$ cat src/rtl/flag_alu_pkg.sv
package flag_alu_pkg;

  typedef enum logic [3:0] {
    OP_LOAD = 4'd0,
    OP_AND  = 4'd1,
    OP_OR   = 4'd2,
    OP_XOR  = 4'd3,
    OP_ADD  = 4'd4,
    OP_ADDC = 4'd5,
    OP_SUB  = 4'd6,
    OP_SUBC = 4'd7,
    OP_TEST = 4'd8,
    OP_CMP  = 4'd9
  } opCode_e;

  typedef enum logic [1:0] {
    LG_PASS = 2'd0,
    LG_AND  = 2'd1,
    LG_OR   = 2'd2,
    LG_XOR  = 2'd3
  } logicSel_e;

  typedef enum logic [1:0] {
    CS_ZERO   = 2'd0,
    CS_ARITH  = 2'd1,
    CS_PARITY = 2'd2
  } carrySel_e;

  typedef struct packed {
    logic      wrRes;
    logic      updFlags;
    logic      arith;
    logic      isSub;
    logic      useCarry;
    logicSel_e logicSel;
    carrySel_e carrySel;
  } aluStrobes_t;

endpackage

$ cat src/rtl/flag_alu_ctrl.sv
module flag_alu_ctrl
  import flag_alu_pkg::*;
(
  input  logic [3:0]  op,
  output aluStrobes_t stb
);

  always_comb begin
    stb = '{wrRes: 1'b0, updFlags: 1'b0, arith: 1'b0, isSub: 1'b0,
            useCarry: 1'b0, logicSel: LG_PASS, carrySel: CS_ZERO};
    case (op)
      OP_LOAD: begin
        stb.wrRes = 1'b1;
      end
      OP_AND, OP_OR, OP_XOR: begin
        stb.wrRes    = 1'b1;
        stb.updFlags = 1'b1;
        stb.carrySel = CS_ZERO;
        stb.logicSel = (op == OP_AND) ? LG_AND : ((op == OP_OR) ? LG_OR : LG_XOR);
      end
      OP_ADD, OP_ADDC, OP_SUB, OP_SUBC: begin
        stb.wrRes    = 1'b1;
        stb.updFlags = 1'b1;
        stb.arith    = 1'b1;
        stb.carrySel = CS_ARITH;
        stb.isSub    = (op == OP_SUB) || (op == OP_SUBC);
        stb.useCarry = (op == OP_ADDC) || (op == OP_SUBC);
      end
      OP_TEST: begin
        stb.updFlags = 1'b1;
        stb.logicSel = LG_AND;
        stb.carrySel = CS_PARITY;
      end
      OP_CMP: begin
        stb.updFlags = 1'b1;
        stb.arith    = 1'b1;
        stb.isSub    = 1'b1;
        stb.carrySel = CS_ARITH;
      end
      default: ;
    endcase
  end

endmodule

$ cat src/rtl/flag_alu_dp.sv
module flag_alu_dp
  import flag_alu_pkg::*;
#(
  parameter int W = 8
) (
  input  logic            clk,
  input  logic            rst,
  input  logic            en,
  input  aluStrobes_t     stb,
  input  logic [W-1:0]    opA,
  input  logic [W-1:0]    opB,
  input  logic [W-1:0]    immVal,
  input  logic            selImm,
  output logic [W-1:0]    result,
  output logic            resultWe,
  output logic            zeroFlag,
  output logic            carryFlag
);

  localparam int EXT_W = W + 1;

  logic [W-1:0]     srcVal;
  logic [EXT_W-1:0] arithOut;
  logic [EXT_W-1:0] cinExt;
  logic [W-1:0]     logicOut;
  logic [W-1:0]     resNext;
  logic             zeroNext;
  logic             carryNext;

  assign srcVal = selImm ? immVal : opB;
  assign cinExt = {{W{1'b0}}, (stb.useCarry & carryFlag)};

  always_comb begin
    if (stb.isSub) arithOut = {1'b0, opA} - {1'b0, srcVal} - cinExt;
    else           arithOut = {1'b0, opA} + {1'b0, srcVal} + cinExt;
  end

  always_comb begin
    case (stb.logicSel)
      LG_AND:  logicOut = opA & srcVal;
      LG_OR:   logicOut = opA | srcVal;
      LG_XOR:  logicOut = opA ^ srcVal;
      default: logicOut = srcVal;
    endcase
  end

  assign resNext  = stb.arith ? arithOut[W-1:0] : logicOut;
  assign zeroNext = (resNext == '0);

  always_comb begin
    case (stb.carrySel)
      CS_ARITH:  carryNext = arithOut[W];
      CS_PARITY: carryNext = ^logicOut;
      default:   carryNext = 1'b0;
    endcase
  end

  always_ff @(posedge clk) begin
    if (rst) begin
      result    <= '0;
      resultWe  <= 1'b0;
      zeroFlag  <= 1'b0;
      carryFlag <= 1'b0;
    end else begin
      resultWe <= en & stb.wrRes;
      if (en && stb.wrRes) result <= resNext;
      if (en && stb.updFlags) begin
        zeroFlag  <= zeroNext;
        carryFlag <= carryNext;
      end
    end
  end

endmodule

$ cat src/rtl/flag_alu.sv
module flag_alu
  import flag_alu_pkg::*;
#(
  parameter int W = 8
) (
  input  logic         clk,
  input  logic         rst,
  input  logic         en,
  input  logic [3:0]   op,
  input  logic [W-1:0] opA,
  input  logic [W-1:0] opB,
  input  logic [W-1:0] immVal,
  input  logic         selImm,
  output logic [W-1:0] result,
  output logic         resultWe,
  output logic         zeroFlag,
  output logic         carryFlag
);

  aluStrobes_t stb;

  flag_alu_ctrl u_ctrl (
    .op  (op),
    .stb (stb)
  );

  flag_alu_dp #(.W(W)) u_dp (
    .clk       (clk),
    .rst       (rst),
    .en        (en),
    .stb       (stb),
    .opA       (opA),
    .opB       (opB),
    .immVal    (immVal),
    .selImm    (selImm),
    .result    (result),
    .resultWe  (resultWe),
    .zeroFlag  (zeroFlag),
    .carryFlag (carryFlag)
  );

endmodule

$ cat config.mk
export PLATFORM = sky130hd
export DESIGN_NAME = flag_alu
export DESIGN_NICKNAME = d
export VERILOG_FILES = /design/src/rtl/flag_alu_pkg.sv /design/src/rtl/flag_alu_ctrl.sv /design/src/rtl/flag_alu_dp.sv /design/src/rtl/flag_alu.sv
export SDC_FILE = /design/constraint.sdc
export NUM_CORES = 1
export LEC_CHECK = 0
export ABC_AREA = 0
export BUFFER_PORTS_ARGS = -buffer_cell sky130_fd_sc_hd__buf_4
export CAP_MARGIN = 20
export CORE_MARGIN = 2
export CORE_UTILIZATION = 62
export CTS_BUF_LIST = sky130_fd_sc_hd__clkbuf_2
export DETAILED_ROUTE_END_ITERATION = 10
export PLACE_DENSITY_LB_ADDON = 0.12
export RECOVER_POWER = 25
export SYNTH_ARGS = -nofsm -noshare
export SYNTH_HDL_FRONTEND = slang
export SYNTH_SLANG_ARGS = --single-unit
$ cat constraint.sdc
create_clock -name clk -period 6.4 [get_ports clk]
set_input_delay 0.32 -clock clk [delete_from_list [all_inputs] [get_ports clk]]
set_output_delay 0.32 -clock clk [all_outputs]
set_load 0.03 [all_outputs]
Yosys cells after proc, flatten, opt, wreduce, memory -nomap -nowiden
Cells that the tools add are included.
Word-level totals
  flip-flop bits (word level): 11
  input bits: 32
  output and inout bits: 11
  logic and storage cells: 52
Cells by class
  add/sub/neg operators: 4
  equality and inequality tests: 14
  muxes and demuxes: 13
  bitwise operators: 5
  reductions and logical operators: 12
Operators by type and width (count)
  $pmux W8 S3: 1
  $eq A4 B3 Y1 const B: 4
  $mux W8: 2
  $pmux W2 S2: 3
  $add A8 B8 Y9: 1
  $add A9 B1 Y9: 1
  $mux W9: 1
  $reduce_or A9 Y1: 1
  $sub A8 B8 Y9: 1
  $sub A9 B1 Y9: 1
  $and A8 B8 Y8: 1
  $eq A4 B2 Y1 const B: 2
  $eq A4 B4 Y1 const B: 2
  $logic_not A8 Y1: 1
  $or A8 B8 Y8: 1
  $reduce_or A8 Y1: 1
  $reduce_xor A8 Y1: 1
  $xor A8 B8 Y8: 1
  $eq A2 B2 Y1 const B: 3
  $reduce_or A5 Y1: 1
  $eq A2 B1 Y1 const B: 2
  $eq A4 B1 Y1 const B: 1
  $logic_not A4 Y1: 1
  $mux W1: 4
  other kinds (7): 10

Depth between registers and ports, before layout
  word-level depth: 8
  depth in mapped cells: 15
  gate-level depth less buffers: 14

Hierarchy
Synthesis repeated with hierarchy kept, for this count alone.
Second synthesis, totals
  cell total of the unflattened synthesis: 290
  area total of the unflattened synthesis: 2284.7 sq um
By module, submodules not included
  flag_alu_dp: instances 1, cells each 276, area an instance 2160.8 sq um, seq. area each 220.2 sq um
  flag_alu_ctrl: instances 1, cells each 14, area an instance 123.9 sq um, seq. area each 0.0 sq um

Least setup slack after synthesis
OpenSTA, ideal clock, no wires.
  kind: input -> register
  from: input port op[0]
  to: register u_dp.result[7]
  library setup time: 0.115 ns
  data arrival time: 2.886 ns
  required time: 6.285 ns
  setup slack: 3.399 ns
  cell stages on the path: 13
  path buffers: 2
  cell sequence: clkbuf_1 > buf_1 > nand3_1 > fa_1 > ha_1 > o21ai_0 > a21boi_0 > nor2_1 > o21ai_0 > mux2i_1 > nor2_1 > a211o_1 > o21a_1
On the way
  cells in the longest elaborated chain, start to end: 7
  elaborated cells on any way between the ends: 31
  classes of those cells: add/sub: 2; eq/ne: 12; mux: 9; bitwise: 1; reduce/logical: 7
RTL lines
  from (decl): line flag_alu.sv:9  | input logic [3:0] op,
  $eq A4 B3 Y1 (tied with other cells): line flag_alu_ctrl.sv:11  | case (op)
  $reduce_or A4 Y1 (tied with other cells)
  $mux W1 or $mux W2 (tied branches): line flag_alu_ctrl.sv:11, flag_alu_ctrl.sv:19
  $and A1 B1 Y1 or $pmux W2 S2 (tied branches): line flag_alu_dp.sv:31, flag_alu_ctrl.sv:11
  $add A9 B1 Y9 (tied with other cells): line flag_alu_dp.sv:35  | else arithOut = {1'b0, opA} + {1'b0, srcVal} + cinExt;
  $mux W9 or $pmux W8 S3 (tied branches): line flag_alu_dp.sv:34, flag_alu_dp.sv:39
  $mux W8: line flag_alu_dp.sv:47  | assign resNext = stb.arith ? arithOut[W-1:0] : logicOut;
  to (signal assigned): line flag_alu_dp.sv:66  | if (en && stb.wrRes) result <= resNext;
  to (decl): line flag_alu_dp.sv:14  | output logic [W-1:0] result,
Parallel ways exist; a longest one is shown, timed or not.
A chain may end at the register's enable or synchronous reset.

Final worst setup path
  from: input port op[3]
  to: register u_dp.zeroFlag
On the way
  cells in the longest elaborated chain, start to end: 8
  elaborated cells on any way between the ends: 31
  classes of those cells: add/sub: 2; eq/ne: 12; mux: 9; bitwise: 1; reduce/logical: 7
RTL lines
  $eq A4 B3 Y1 (tied with other cells): line flag_alu_ctrl.sv:11
  $reduce_or A4 Y1 (tied with other cells)
  $mux W1 or $mux W2 (tied branches): line flag_alu_ctrl.sv:11, flag_alu_ctrl.sv:19
  $and A1 B1 Y1 or $pmux W2 S2 (tied branches): line flag_alu_dp.sv:31, flag_alu_ctrl.sv:11
  $add A9 B1 Y9 (tied with other cells): line flag_alu_dp.sv:35
  $mux W9 or $pmux W8 S3 (tied branches): line flag_alu_dp.sv:34, flag_alu_dp.sv:39
  $mux W8: line flag_alu_dp.sv:47
  $logic_not A8 Y1: line flag_alu_dp.sv:48  | assign zeroNext = (resNext == '0);
  to (signal assigned): line flag_alu_dp.sv:68  | zeroFlag <= zeroNext;
  to (decl): line flag_alu_dp.sv:16  | output logic zeroFlag,
Parallel ways exist; a longest one is shown, timed or not.

==> summary.txt <==
Pwr
  • Psw: 0.0001450 W
  • Sw frac: 43.26%
  • Logic pwr share: 66.1%
  • Sequential Power Share: 22.2%
  • Pwr Total: 0.0003353 W
  • VDD IR max: 0.00006816 V
  • Pint: 0.0001902 W
  • Power density over the cells: 141.9 nW/um^2
  • Clock power frac: 11.7%
  • Leakage: 1.117 nW

Logic synthesis
  • Post-synthesis cell count: 270
  • Netlist cell types: 54
  • Synthesis Warnings: 0
  • Top FF cell, synth: dfxtp_1
  • Post-Syn Nets: 338
  • Mapped cell area: 2054 sq um
  • Asr flop ratio synth: 0%
  • Seq/Total Area, Yosys: 10.72%
  • Post-synth EDFFs: 0
  • Count of state elements after synthesis: 11
  • Avg Cell Area, Syn: 7.609 sq um

Clock tree
  • Setup bufs post-CTS: 0
  • H-tree depth: 1
  • Num CTS Buffers: 3
  • Skew-Pair Late Insertion Delay: 0.25 ns
  • CTS tree: yes
  • Post_cts resized: 0
  • CTS Root Buffer Type: clkbuf_2
  • CTS sink cnt: 11
  • Clock transition at path regs: 0.11 ns
  • Hold_buf cts: 0
  • Max Buffers Root-to-Sink: 2

Finish
  • Antenna fix cells: 0
  • Nets@finish: 375
  • Fill cells: 269
  • Fraction of layout cells with a size suffix above 1: 18.30%
  • Syn-to-layout area delta: 15.04%

Timing
  • Final setup viols: 0
  • RSZ-0062 raised after global routing: no
  • Slew of the pin with the lowest slew margin: 0.8862 ns
  • Worst rel slew slack: 40.46%
  • Tcrit/Tclk final: 49.44%
  • F_max: 316.0 MHz
  • Fin. Hold Viols: 0
  • Final Worst Setup Slack: 3.236 ns
  • Layout Skew: 0.0005943 ns
  • Max Slew Vio Count: 0
  • Setup TNS: 0 ns
  • Tmin final: 3.164 ns

Floorplan
  • Core Area: 3103 sq um
  • Die Width: 61.57 um
  • Die height: 61.57 um
  • Die area: 3790 sq um
  • Count of standard-cell rows: 20
  • Initial Utilization: 66.21%
  • Number of top-level pins: 43

Place
  • DP HPWL: 4146 um
  • Buffers added on ports: 42
  • Pre-CTS setup slack: 3.168 ns
  • Placer Congestion: 0.9423

Route
  • Post-route ant nets: 0
  • Initial DRC count: 119
  • # DRC: 0
  • Total number of vias: 2066
  • Total iterations of the first detailed-routing run: 4
  • Final wirelength: 5108 um
  • WL/cell: 14.59 um
  • Vias per cell: 5.903

Critical path
  • CP endpoint kind: flop
  • Reg2reg path depth: 12
  • FF-to-FF setup slack: 3.48 ns
  • Critical Path Source Type: primary input
  • Max Fanout on Critical Path: 14
  • Critical path cell sequence: clkbuf_1, nor2b_1, nand3_1, fa_1, inv_1, ha_1, o21ai_0, a21boi_0, o21a_1, nor2_1, xnor2_1, a222oi_1, nand4_1, o21ai_1
  • Reg2reg start: u_dp.carryFlag
  • CP max-delay cell: fa_1
  • Critical path's top delay family: compound AO/OA/AOI/OAI gates
  • Reg2reg end: u_dp.zeroFlag
  • Crit path from: op[3]
  • WS Path Type: in -> reg
  • CP Data Required Time: 6.60 ns
  • Critical path's largest stage delay: 0.57 ns
  • Worst Path Arrival: 3.36 ns
  • CP Buf/Inv Count: 2

Status
  • Status: completed

Min path
  • WHS Endpoint: u_dp.result[4]
  • Min-delay src: rst
  • WHS Path Cells: 2
  • Hold Path Class: in -> reg

Global route
  • Tot GR Track Use: 28.43%
  • Pin count of the biggest net entering global routing: 25
  • Global-route wire length before repair: 8100 um
  • Initial antenna violation count: 0
  • Vias in the first global route: 1832
  • Gr ovfl total: 0

Job
  • Max-cap violation count: 0
==> worst reg2reg max path, stage by stage, from the launching register on <==
cell and delay (ns):
dfxtp_1 0.40, nand3_1 0.16, fa_1 0.57, inv_1 0.06
ha_1 0.16, o21ai_0 0.22, a21boi_0 0.18, o21a_1 0.20
nor2_1 0.11, xnor2_1 0.08, a222oi_1 0.44, nand4_1 0.15
o21ai_1 0.13
==> layer usage <==
metal | wire length [um] | global-route usage [%] | share of wire (%)
met4 | 95 | 5.775 | 1.9
met2 | 2524 | 53.08 | 49
met5 | 0 | 0 | 0
met3 | 283 | 3.361 | 5.5
met1 | 2204 | 34.72 | 43
==> final cells by class <==
type                            instances  area (sq um)  share of cell area (%)
Multi-Input combinational cell        221          1667                   70.51
Sequential cell                        11         220.2                   9.317
Timing Repair Buffer                   42         296.5                   12.55
Inverter                               28         105.1                   4.447
Tap cell                               44         55.05                   2.329
Clock buffer                            4         20.02                  0.8470
==> power by group through the flow <==
stage | Sequential, W | Clock [W] | Combinational, W
6_report | 0.0000744 | 0.0000393 | 0.000222
5_1_grt | 0.0000749 | 0.0000435 | 0.000243
4_1_cts | 0.0000745 | 0.0000398 | 0.000221
3_5_place_dp | 0.0000760 | 0 | 0.000219
3_3_place_gp | 0.0000758 | 0 | 0.000215
2_1_floorplan | 0.0000838 | 0 | 0.000155
==> registers in the layout, summed over array words and instances (netlist names) <==
name	cells
u_dp.result	8
u_dp.resultWe	1
u_dp.zeroFlag	1
u_dp.carryFlag	1
==> Yosys cell counts, types with 3 or more instances <==
cell      instances  area, sq um
a211oi_1          6        45.04
a21oi_1          11        55.05
a31oi_1           5        31.28
and2_1            3        18.77
buf_6             3        33.78
clkbuf_1          4        15.01
dfxtp_1          11        220.2
fa_1              4        80.08
ha_1             32        400.4
inv_1            28        105.1
mux2_2            6        67.56
mux2i_1           5        50.05
nand2_1          28        105.1
nand2b_1          5        31.28
nand3_1           3        15.01
nor2_1           26        97.59
nor2b_1           6        37.54
nor3_1            7        35.03
o211ai_1          5        37.54
o21a_1            7        52.55
o21ai_0          15        75.07
o21ai_1           4        20.02
xnor2_1           5        43.79
xor2_1            6        52.55
==> cell families (layout without fill, tap and decap cells) <==
logic type / Yosys count / count (layout) / share of synthesized area [%]
xor+xnor: 13 / 13 / 6.882
flops: 11 / 11 / 10.72
fa+ha+maj: 36 / 36 / 23.39
mux: 11 / 11 / 5.725
buf+inv: 38 / 74 / 8.160
simple gates: 89 / 89 / 21.26
compound gates: 72 / 72 / 23.87
==> how the worst max path moves through the flow <==
stage | endpoint | cells past startpoint
floorplan | u_dp.result[7] | 13
global placement | u_dp.zeroFlag | 13
detailed placement | u_dp.zeroFlag | 13
CTS | u_dp.zeroFlag | 13
global route | u_dp.zeroFlag | 14
finish | u_dp.zeroFlag | 14
==> through the flow <==
stage,std cells,hold slack [ns],cell area (sq um),util (%)
2_1_floorplan,270,0.5407,2054,-
3_3_place_gp,346,0.4425,2362,76.13
3_5_place_dp,346,0.4466,2362,76.13
4_1_cts,350,0.3034,2382,76.77
5_1_grt,350,0.2967,2364,76.17
6_report,350,0.3168,2364,76.17
==> cell usage in the layout, fill, tap and decap left out, types with 6 or more instances in the layout <==
cell type,count
nor2_1,26
nor2b_1,6
ha_1,32
nand2_1,28
nor3_1,7
o21a_1,7
dfxtp_1,11
buf_4,37
xor2_1,6
a211oi_1,6
a21oi_1,11
inv_1,28
o21ai_0,15
mux2_2,6
Power figures use the tool's default switching activity.
